--- src/rtl/fw_pkg.sv ---
package fw_pkg;
  localparam int FW_PORTS   = 10;
  localparam int FW_PORT_W  = 4;
  localparam int FW_BOUND_W = 12;
  localparam int FW_ID_W    = 12;
  localparam int FW_SEL_W   = 5;
  localparam int FW_DATA_W  = 24;
  localparam int FW_OFF_W   = 3;
  localparam int FW_CMD_COMMIT = 5;
  localparam int FW_CMD_FETCH  = 6;
  localparam int FW_ATTR_W  = 3 + FW_PORTS + 1;

  localparam logic [FW_OFF_W-1:0] OFF_SEL  = 3'd0;
  localparam logic [FW_OFF_W-1:0] OFF_ADDR = 3'd1;
  localparam logic [FW_OFF_W-1:0] OFF_ID   = 3'd2;
  localparam logic [FW_OFF_W-1:0] OFF_ATTR = 3'd3;
  localparam logic [FW_OFF_W-1:0] OFF_DEF  = 3'd4;

  typedef struct packed {
    logic [FW_BOUND_W-1:0] addrHi;
    logic [FW_BOUND_W-1:0] addrLo;
    logic [FW_ID_W-1:0]    idHi;
    logic [FW_ID_W-1:0]    idLo;
    logic                  result;
    logic [FW_PORTS-1:0]   portMask;
    logic                  valid;
    logic [1:0]            security;
  } fwRule_t;

  typedef struct packed {
    logic                commit;
    logic                fetch;
    logic [FW_SEL_W-1:0] idx;
  } fwStrobe_t;
endpackage

--- src/rtl/fw_ctrl.sv ---
module fw_ctrl
  import fw_pkg::*;
#(
  parameter int NUM_RULES = 20
) (
  input  logic                 clk,
  input  logic                 rstN,
  input  logic [FW_OFF_W-1:0]  regAddr,
  input  logic                 regWrEn,
  input  logic [FW_DATA_W-1:0] regWData,
  output logic [FW_DATA_W-1:0] regRData,
  input  fwRule_t              ruleView,
  output fwStrobe_t            strb,
  output fwRule_t              staged,
  output logic [FW_PORTS-1:0]  defaultBits
);
  localparam int PAD_ATTR = FW_DATA_W - FW_ATTR_W;
  localparam int PAD_SEL  = FW_DATA_W - FW_SEL_W;
  localparam int PAD_DEF  = FW_DATA_W - FW_PORTS;

  logic [FW_SEL_W-1:0] selIdx;
  logic selWr;
  logic idxOk;

  assign selWr = regWrEn && (regAddr == OFF_SEL);
  assign idxOk = regWData[FW_SEL_W-1:0] < FW_SEL_W'(NUM_RULES);

  always_comb begin
    strb.idx    = regWData[FW_SEL_W-1:0];
    strb.commit = selWr && idxOk && regWData[FW_CMD_COMMIT];
    strb.fetch  = selWr && idxOk && regWData[FW_CMD_FETCH] && !regWData[FW_CMD_COMMIT];
  end

  always_ff @(posedge clk or negedge rstN) begin
    if (!rstN) begin
      selIdx      <= '0;
      staged      <= '0;
      defaultBits <= '0;
    end else if (strb.fetch) begin
      selIdx <= regWData[FW_SEL_W-1:0];
      staged <= ruleView;
    end else if (regWrEn) begin
      unique case (regAddr)
        OFF_SEL:  selIdx <= regWData[FW_SEL_W-1:0];
        OFF_ADDR: begin
          staged.addrLo <= regWData[FW_BOUND_W-1:0];
          staged.addrHi <= regWData[2*FW_BOUND_W-1:FW_BOUND_W];
        end
        OFF_ID: begin
          staged.idLo <= regWData[FW_ID_W-1:0];
          staged.idHi <= regWData[2*FW_ID_W-1:FW_ID_W];
        end
        OFF_ATTR: begin
          staged.security <= regWData[1:0];
          staged.valid    <= regWData[2];
          staged.portMask <= regWData[3 +: FW_PORTS];
          staged.result   <= regWData[3 + FW_PORTS];
        end
        OFF_DEF:  defaultBits <= regWData[FW_PORTS-1:0];
        default: ;
      endcase
    end
  end

  always_comb begin
    unique case (regAddr)
      OFF_SEL:  regRData = {{PAD_SEL{1'b0}}, selIdx};
      OFF_ADDR: regRData = {staged.addrHi, staged.addrLo};
      OFF_ID:   regRData = {staged.idHi, staged.idLo};
      OFF_ATTR: regRData = {{PAD_ATTR{1'b0}}, staged.result, staged.portMask,
                            staged.valid, staged.security};
      OFF_DEF:  regRData = {{PAD_DEF{1'b0}}, defaultBits};
      default:  regRData = '0;
    endcase
  end


  fetch_loads_chk: assert property (@(posedge clk) disable iff (!rstN)
    strb.fetch |=> staged == $past(ruleView));


  default_write_chk: assert property (@(posedge clk) disable iff (!rstN)
    (regWrEn && regAddr == OFF_DEF) |=> defaultBits == $past(regWData[FW_PORTS-1:0]));


  cmd_exclusive_chk: assert property (@(posedge clk) disable iff (!rstN)
    !(strb.commit && strb.fetch));
endmodule

--- src/rtl/fw_datapath.sv ---
module fw_datapath
  import fw_pkg::*;
#(
  parameter int NUM_RULES = 20
) (
  input  logic                  clk,
  input  logic                  rstN,
  input  fwStrobe_t             strb,
  input  fwRule_t               staged,
  input  logic [FW_PORTS-1:0]   defaultBits,
  input  logic                  chkValid,
  input  logic [FW_PORT_W-1:0]  chkPort,
  input  logic [FW_ID_W-1:0]    chkId,
  input  logic [FW_BOUND_W-1:0] chkMib,
  input  logic                  chkSecure,
  output fwRule_t               ruleView,
  output logic                  decValid,
  output logic                  decReject
);
  fwRule_t [NUM_RULES-1:0] tabFlat;
  logic [NUM_RULES-1:0] hit;
  logic [NUM_RULES-1:0] winVec;
  logic anyHit, winRes, portOk, defBit, decide;

  assign portOk = chkPort < FW_PORT_W'(FW_PORTS);

  for (genvar r = 0; r < NUM_RULES; r++) begin : g_rule
    fwRule_t entry;
    logic secOk, maskOk;

    always_ff @(posedge clk or negedge rstN) begin
      if (!rstN)
        entry <= '0;
      else if (strb.commit && strb.idx == FW_SEL_W'(r))
        entry <= staged;
    end

    assign tabFlat[r] = entry;
    assign secOk  = chkSecure ? entry.security[0] : entry.security[1];
    assign maskOk = portOk && entry.portMask[chkPort];
    assign hit[r] = entry.valid && maskOk && secOk
                 && (chkId >= entry.idLo) && (chkId <= entry.idHi)
                 && (chkMib >= entry.addrLo) && (chkMib <= entry.addrHi);


    commit_store_chk: assert property (@(posedge clk) disable iff (!rstN)
      (strb.commit && strb.idx == FW_SEL_W'(r)) |=> entry == $past(staged));
  end

  always_comb begin
    ruleView = '0;
    for (int r = 0; r < NUM_RULES; r++)
      if (strb.idx == FW_SEL_W'(r)) ruleView = tabFlat[r];
  end

  always_comb begin
    winVec = '0;
    anyHit = 1'b0;
    winRes = 1'b0;
    for (int r = NUM_RULES - 1; r >= 0; r--) begin
      if (hit[r]) begin
        winVec    = '0;
        winVec[r] = 1'b1;
        anyHit    = 1'b1;
        winRes    = tabFlat[r].result;
      end
    end
  end

  assign defBit = portOk ? defaultBits[chkPort] : 1'b1;
  assign decide = anyHit ? winRes : defBit;

  always_ff @(posedge clk or negedge rstN) begin
    if (!rstN) begin
      decValid  <= 1'b0;
      decReject <= 1'b0;
    end else begin
      decValid  <= chkValid;
      decReject <= chkValid && decide;
    end
  end


  dec_follows_chk: assert property (@(posedge clk) disable iff (!rstN)
    chkValid |=> decValid);


  dec_quiet_chk: assert property (@(posedge clk) disable iff (!rstN)
    !chkValid |=> (!decValid && !decReject));


  single_winner_chk: assert property (@(posedge clk) disable iff (!rstN)
    $onehot0(winVec));


  rule0_wins_chk: assert property (@(posedge clk) disable iff (!rstN)
    (chkValid && hit[0]) |=> decReject == $past(tabFlat[0].result));


  default_path_chk: assert property (@(posedge clk) disable iff (!rstN)
    (chkValid && !anyHit && portOk) |=> decReject == $past(defaultBits[chkPort]));


  bad_port_chk: assert property (@(posedge clk) disable iff (!rstN)
    (chkValid && !portOk) |=> decReject);
endmodule

--- src/rtl/addr_rule_fw.sv ---
module addr_rule_fw
  import fw_pkg::*;
#(
  parameter int NUM_RULES = 20
) (
  input  logic                  clk,
  input  logic                  rstN,
  input  logic [FW_OFF_W-1:0]   regAddr,
  input  logic                  regWrEn,
  input  logic [FW_DATA_W-1:0]  regWData,
  output logic [FW_DATA_W-1:0]  regRData,
  input  logic                  chkValid,
  input  logic [FW_PORT_W-1:0]  chkPort,
  input  logic [FW_ID_W-1:0]    chkId,
  input  logic [FW_BOUND_W-1:0] chkMib,
  input  logic                  chkSecure,
  output logic                  decValid,
  output logic                  decReject
);
  fwStrobe_t           strb;
  fwRule_t             staged;
  fwRule_t             ruleView;
  logic [FW_PORTS-1:0] defaultBits;

  fw_ctrl #(.NUM_RULES(NUM_RULES)) u_ctrl (
    .clk(clk), .rstN(rstN),
    .regAddr(regAddr), .regWrEn(regWrEn), .regWData(regWData), .regRData(regRData),
    .ruleView(ruleView), .strb(strb), .staged(staged), .defaultBits(defaultBits)
  );

  fw_datapath #(.NUM_RULES(NUM_RULES)) u_dp (
    .clk(clk), .rstN(rstN),
    .strb(strb), .staged(staged), .defaultBits(defaultBits),
    .chkValid(chkValid), .chkPort(chkPort), .chkId(chkId), .chkMib(chkMib),
    .chkSecure(chkSecure), .ruleView(ruleView),
    .decValid(decValid), .decReject(decReject)
  );
endmodule

--- config.mk ---
export PLATFORM = sky130hd
export DESIGN_NAME = addr_rule_fw
export DESIGN_NICKNAME = d
export VERILOG_FILES = /design/src/rtl/fw_pkg.sv /design/src/rtl/fw_ctrl.sv /design/src/rtl/fw_datapath.sv /design/src/rtl/addr_rule_fw.sv
export SDC_FILE = /design/constraint.sdc
export NUM_CORES = 2
export LEC_CHECK = 0
export CELL_PAD_IN_SITES_DETAIL_PLACEMENT = 0
export CELL_PAD_IN_SITES_GLOBAL_PLACEMENT = 2
export CORE_ASPECT_RATIO = 1.1
export CORE_UTILIZATION = 45
export CTS_CLUSTER_SIZE = 24
export DETAILED_ROUTE_END_ITERATION = 10
export DONT_BUFFER_PORTS = 1
export PLACE_DENSITY_LB_ADDON = 0.15
export SYNTH_ARGS = -nofsm -noshare
export SYNTH_HDL_FRONTEND = slang
export SYNTH_SLANG_ARGS = --single-unit
--- constraint.sdc ---
create_clock -name clk -period 4.8 [get_ports clk]
set_input_delay 0.96 -clock clk [delete_from_list [all_inputs] [get_ports clk]]
set_output_delay 0.96 -clock clk [all_outputs]
set_load 0.01 [all_outputs]
* Word level (Yosys, flattened, before mapping) *
Index checks and enable logic that the tools add are counted.

operators by class
  reductions and logical operators = 179
  equality and inequality tests = 23
  bitwise operators = 1
  $lt $le $gt $ge = 83
  multiplexer cells = 133

operators by type and width
  kind                count
  $mux 62             22
  $ge 12x12->1        40
  $le 12x12->1        40
  $logic_and 1x1->1   166
  $pmux 24 s5         1
  $bmux 1 s4          21
  $mux 1              83
  $mux 24             2
  $eq 5x4->1 const B  8
  $eq 5x3->1 const B  4
  $eq 5x5->1 const B  4
  $mux 5              3
  $mux 14             1
  $eq 5x2->1 const B  2
  $reduce_bool 2->1   5
  $reduce_and 2->1    4
  $eq 3x2->1 const B  2
  $eq 5x1->1 const B  1
  $logic_not 5->1     1
  $lt 4x5->1 const B  1
  $lt 5x5->1 const B  1
  $lt 4x4->1 const B  1
  $eq 3x1->1 const B  1
  $eq 3x3->1 const B  1
  other kinds (4)     4

word-level totals
  input port bits = 60
  register bits after elaboration = 1,319
  word-level logic and storage cells = 591

* Depth between registers and ports, before layout *
  depth in word-level cells = 31
  gate-level depth with buffers = 15
  gate-level depth less buffers = 13

* Modules after synthesis *
A second synthesis with hierarchy kept.

unflattened totals
  cells, all modules = 7,922
  area, all modules = 83,664.0 µm²

by module, submodules not included
  module       times used  seq. area each (µm²)  area each (µm²)  cells each
  fw_datapath  1           31,079.8              79,541.3         7,564
  fw_ctrl      1           1,926.8               4,122.7          358

* Least setup slack after synthesis *
OpenSTA, ideal clock, no wires.

  path type = input -> register
  from = in chkId[0]
  to = reg u_dp.decReject
  stages = 13
  data required time = 4.663 ns
  setup slack = 0.919 ns
  data arrival time = 3.744 ns
  cell sequence = inv_1 -> ha_1 -> nand2b_1 -> a31oi_1 -> o21ai_0 -> a221o_1 -> o41ai_1 -> nor4_2 -> or3b_1 -> nor2_1 -> a41oi_1 -> o21ai_1 -> a41oi_2

on the way
  cells in the longest elaborated chain, start to end = 27

ends and longest elaborated chain
  element                          RTL line            source
  from (decl)                      addr_rule_fw.sv:14  input logic [FW_ID_W-1:0] chkId,
  $ge 12x12->1                     fw_datapath.sv:42   && (chkId >= entry.idLo) && (chkId <= entry.idHi)
  $logic_and 1x1->1 (2 in series)  fw_datapath.sv:42
  $logic_and 1x1->1 (2 in series)  fw_datapath.sv:43   && (chkMib >= entry.addrLo) && (chkMib <= entry.addrHi);
  $mux 1 (20 in series)            fw_datapath.sv:61   if (hit[r]) begin
  $mux 1 (*)                       fw_datapath.sv:71   assign decide = anyHit ? winRes : defBit;
  $logic_and 1x1->1 (*)            fw_datapath.sv:79   decReject <= chkValid && decide;
  to (signal assigned)             fw_datapath.sv:79
  to (decl)                        fw_datapath.sv:18   output logic decReject

Every way passes the cells marked *; elsewhere a longest branch is shown, timed or not.
A chain may end at the register's enable or synchronous reset.

* Worst setup path in the final report *
  from = reg u_dp.g_rule[11].entry[60] (netlist name)
  to = reg u_dp.decReject

on the way
  cells in the longest elaborated chain, start to end = 16

ends and longest elaborated chain
  element                 RTL line           source
  from (decl)             fw_datapath.sv:28  fwRule_t entry;
  from (signal assigned)  fw_datapath.sv:35  entry <= staged;
  $le 12x12->1 (*)        fw_datapath.sv:43
  $logic_and 1x1->1 (*)   fw_datapath.sv:43
  $mux 1 (12 in series)   fw_datapath.sv:61
  $mux 1 (*)              fw_datapath.sv:71
  $logic_and 1x1->1 (*)   fw_datapath.sv:79

Marked as above.

==> impl_metrics.py <==
metrics = {
    "outcome": {
        "outcome": "finished with violations",
        "failed_checks": "DRC",
    },
    "worst_setup_path": {
        "crit_fanout": 4,
        "required_ns": 5.52,
        "worstPathArrival_ns": 4.68,
        "endpoint_kind": "register",
        "critical_path_class": "register to register",
        "crit_chain": "inv_1 -> ha_1 -> nand4_1 -> nor3_1 -> o22ai_1 -> a2111o_1 -> a311oi_1 -> o21ai_0 -> o211ai_2 -> a41oi_2",
        "slowest_stage": "nor3_1",
        "path_buf_inv": 1,
        "worst_setup_path_start_kind": "register",
        "worst_path_largest_cell_delay_ns": 1.11,
        "critical-path-top-delay-family": "compound AO/OA/AOI/OAI gates",
    },
    "routing": {
        "wl_um": 350000,
        "final_antenna_net_count": 0,
        "vias_per_cell": 6.26,
        "dr.pass1.iters": 11,
        "vias": 70543,
        "drc": 12,
        "routedWlPerCell_um": 31.1,
        "drt-initial-drc-count": 7818,
    },
    "place": {
        "gp_congestion": 0.947,
        "dp_slack_ns": 0.199,
        "dp_cells": 10965,
        "port_buffers": 0,
        "place_area_um2": 86000,
        "hpwl_um": 244000,
    },
    "grt": {
        "grtUsageTotal_pct": 37.6,
        "grt_overflow": 0,
        "grt_pass1_wl_um": 503000,
        "grt_max_degree": 253,
        "antenna_found_initial": 29,
        "grt_pass1_vias": 68770,
    },
    "sta": {
        "clock-skew-final_ns": 0.0277,
        "setup_viol": 0,
        "rsz0062_at_grt": "no",
        "whs_ns": 0.0532,
        "hold_violations": 0,
        "period_minus_slack_ns": 3.97,
        "fin_ws_ns": 0.833,
        "slew_viol_final": 0,
        "tightest_slew_ns": 1.36,
        "fmax_ghz": 0.252,
        "slew-limit-headroom_pct": 8.81,
        "post-route-period-util_pct": 82.6,
        "tns_ns": 0,
    },
    "clock_network": {
        "clockRootBuffer": "clkbuf_16",
        "clk_latency_ns": 0.86,
        "cts_buffers": 158,
        "cts.sinks": 1319,
        "htree_levels": 4,
        "clockBufferDepth": 3,
        "post_cts_buffers": 0,
        "path_clk_slew_ns": 0.06,
        "cts_tree": "yes",
    },
    "job": {
        "cap_violations": 0,
    },
    "synth": {
        "synth_cell_type_count": 91,
        "synth_area_per_cell_um2": 9.31,
        "synth_edf_count": 0,
        "synthAdderAreaFrac_pct": 14.6,
        "synth_top_family_by_area": "compound AO/OA/AOI/OAI gates",
        "seq_area_frac_synth_pct": 40.1,
        "ys_ff_latch": 1319,
        "synthCells": 8851,
        "synth_compound_area_share_pct": 19.2,
        "ys.warnings.count": 0,
        "synthArstFlopShare_pct": 100,
        "synth-simple-area-share_pct": 10.6,
        "synth_flop_cell": "dfrtp_1",
        "synthMuxAreaShare_pct": 8.31,
        "syn_nets": 9871,
        "synthesis.area_um2": 82400,
        "synth-xor-area-share_pct": 0,
    },
    "final_layout": {
        "finalNonFillerCells": 11274,
        "drive_above_1_share_pct": 12.0,
        "nFillCells": 16955,
        "final_nets": 9742,
        "utilization_pct": 50.3,
        "syn_to_final_growth_pct": 10.9,
        "fin_area_um2": 91400,
    },
    "worst_hold_path": {
        "min_path_type": "input pin to asynchronous set/reset pin",
    },
    "floorplan": {
        "start_util_pct": 45.4,
        "core_um2": 182000,
        "die_x_um": 410,
        "ioPinCount": 86,
        "die_h_um": 451,
        "rows": 164,
        "die_area_um2": 185000,
    },
    "pwr": {
        "power_mw": 28.5,
        "p_leak_nw": 44.5,
        "p_per_area_nw_per_um2": 312,
        "peakVddDrop_uv": 415,
    },
}
## worst paths after layout
path	start	endpoint	cells after the start	slack, ns
max	u_dp.g_rule[11].entry[60]	u_dp.decReject	10	0.83
min	rstN	u_dp.g_rule[15].entry[56]	1	0.05
max reg2reg	u_dp.g_rule[11].entry[60]	u_dp.decReject	10	0.83
min reg2reg	u_dp.g_rule[18].entry[23]	u_dp.g_rule[18].entry[23]	1	0.51
max in group asynchronous	rstN	u_dp.g_rule[8].entry[19]	3	2.41
min in group clk	chkValid	u_dp.decValid	0	0.15
## layout by cell type, fill, tap and decap left out, types with 29 or more instances in the layout
cell	instances
clkbuf_1	30
a2111oi_0	39
nand3_1	99
buf_4	229
a31oi_1	77
mux2i_1	142
buf_12	47
nor2b_1	63
clkinv_2	30
nor2_1	246
a221oi_1	30
o22ai_1	70
o2111ai_1	35
a22oi_1	268
a211oi_1	86
o211ai_1	90
a21oi_1	437
dfrtp_1	1316
clkbuf_16	160
and3_1	29
nand2b_1	54
clkbuf_8	41
nand4_1	179
inv_1	914
a221o_1	31
nand2_1	988
ha_1	960
a222oi_1	55
mux2_2	429
nor3_1	121
o21a_1	39
a21o_1	85
o21ai_0	1080
## flip-flops by register name, indices dropped and copies added (netlist names)
register	flops
u_ctrl.defaultBits	10
u_ctrl.staged	62
u_dp.decReject	1
u_dp.g_rule.entry	1240
u_dp.decValid	1
u_ctrl.selIdx	5
## synth_stat cells, types with 7 or more instances
cell / count / area share [%]
dfrtp_1: 1319 / 40
o21ai_0: 1082 / 6.6
nand2_1: 991 / 4.5
ha_1: 960 / 15
inv_1: 916 / 4.2
a21oi_1: 438 / 2.7
mux2_2: 429 / 5.9
clkbuf_1: 369 / 1.7
a22oi_1: 268 / 2.4
nor2_1: 259 / 1.2
nand4_1: 179 / 1.4
mux2i_1: 142 / 1.7
buf_2: 135 / 0.82
nor3_1: 125 / 0.76
nand3_1: 104 / 0.63
o211ai_1: 90 / 0.82
a211oi_1: 86 / 0.78
a21o_1: 85 / 0.77
a31oi_1: 77 / 0.58
nor2b_1: 71 / 0.54
o22ai_1: 70 / 0.53
a222oi_1: 55 / 0.67
nand2b_1: 54 / 0.41
a2111oi_0: 42 / 0.45
buf_1: 39 / 0.18
o21a_1: 39 / 0.36
o2111ai_1: 35 / 0.37
a221o_1: 31 / 0.38
and3_1: 31 / 0.24
a221oi_1: 30 / 0.32
nor4_1: 27 / 0.21
buf_4: 22 / 0.20
a22o_1: 21 / 0.22
mux4_2: 17 / 0.46
a211o_1: 15 / 0.16
o21ai_1: 15 / 0.091
or3_1: 14 / 0.11
o221ai_1: 13 / 0.14
o31ai_1: 12 / 0.11
a21boi_0: 10 / 0.091
mux4_1: 8 / 0.26
nor3_2: 7 / 0.085
## final cells by class
cell class / instances / area (um2) / area share [%]
timing repair buffer: 286 / 2920 / 3.19
clock inverter: 50 / 532 / 0.582
antenna: 24 / 60.1 / 0.0657
sequential: 1319 / 33000 / 36.1
inverter: 916 / 3440 / 3.76
multi-input combinational: 6041 / 43700 / 47.9
tap: 2407 / 3010 / 3.30
clock buffer: 231 / 4680 / 5.12
## report_power, final
part / internal, mW / leakage [nW] / switching [mW] / total, mW
Clock: 7.14 / 2.59 / 5.22 / 12.4
Combinational: 1.21 / 27.9 / 2.78 / 3.99
Sequential: 11.6 / 14.0 / 0.591 / 12.2
Total: 19.9 / 44.5 / 8.58 / 28.5
## metal layers
metal | global-route usage [%] | wire length, um | up-vias
met3 | 7.12 | 27300 | 687
met5 | 0 | 33 | -
met4 | 18.5 | 18600 | 6
li1 | - | - | 31396
met2 | 58.7 | 157000 | 3043
met1 | 49.9 | 147000 | 35411
## timing repair
item | CTS | global route
gates resized for setup | 0 | 0
hold buffers | 1 | 0
endpoints found under the hold margin | 17 | 0
## kinds of logic after synthesis
group	Yosys count
AND/OR/NAND/NOR	1915
AO/OA/AOI/OAI	2570
multiplexers	596
buffers and inverters	1491
flip-flops	1319
adder cells (fa/ha/maj)	960
Power figures use the tool's default switching activity.
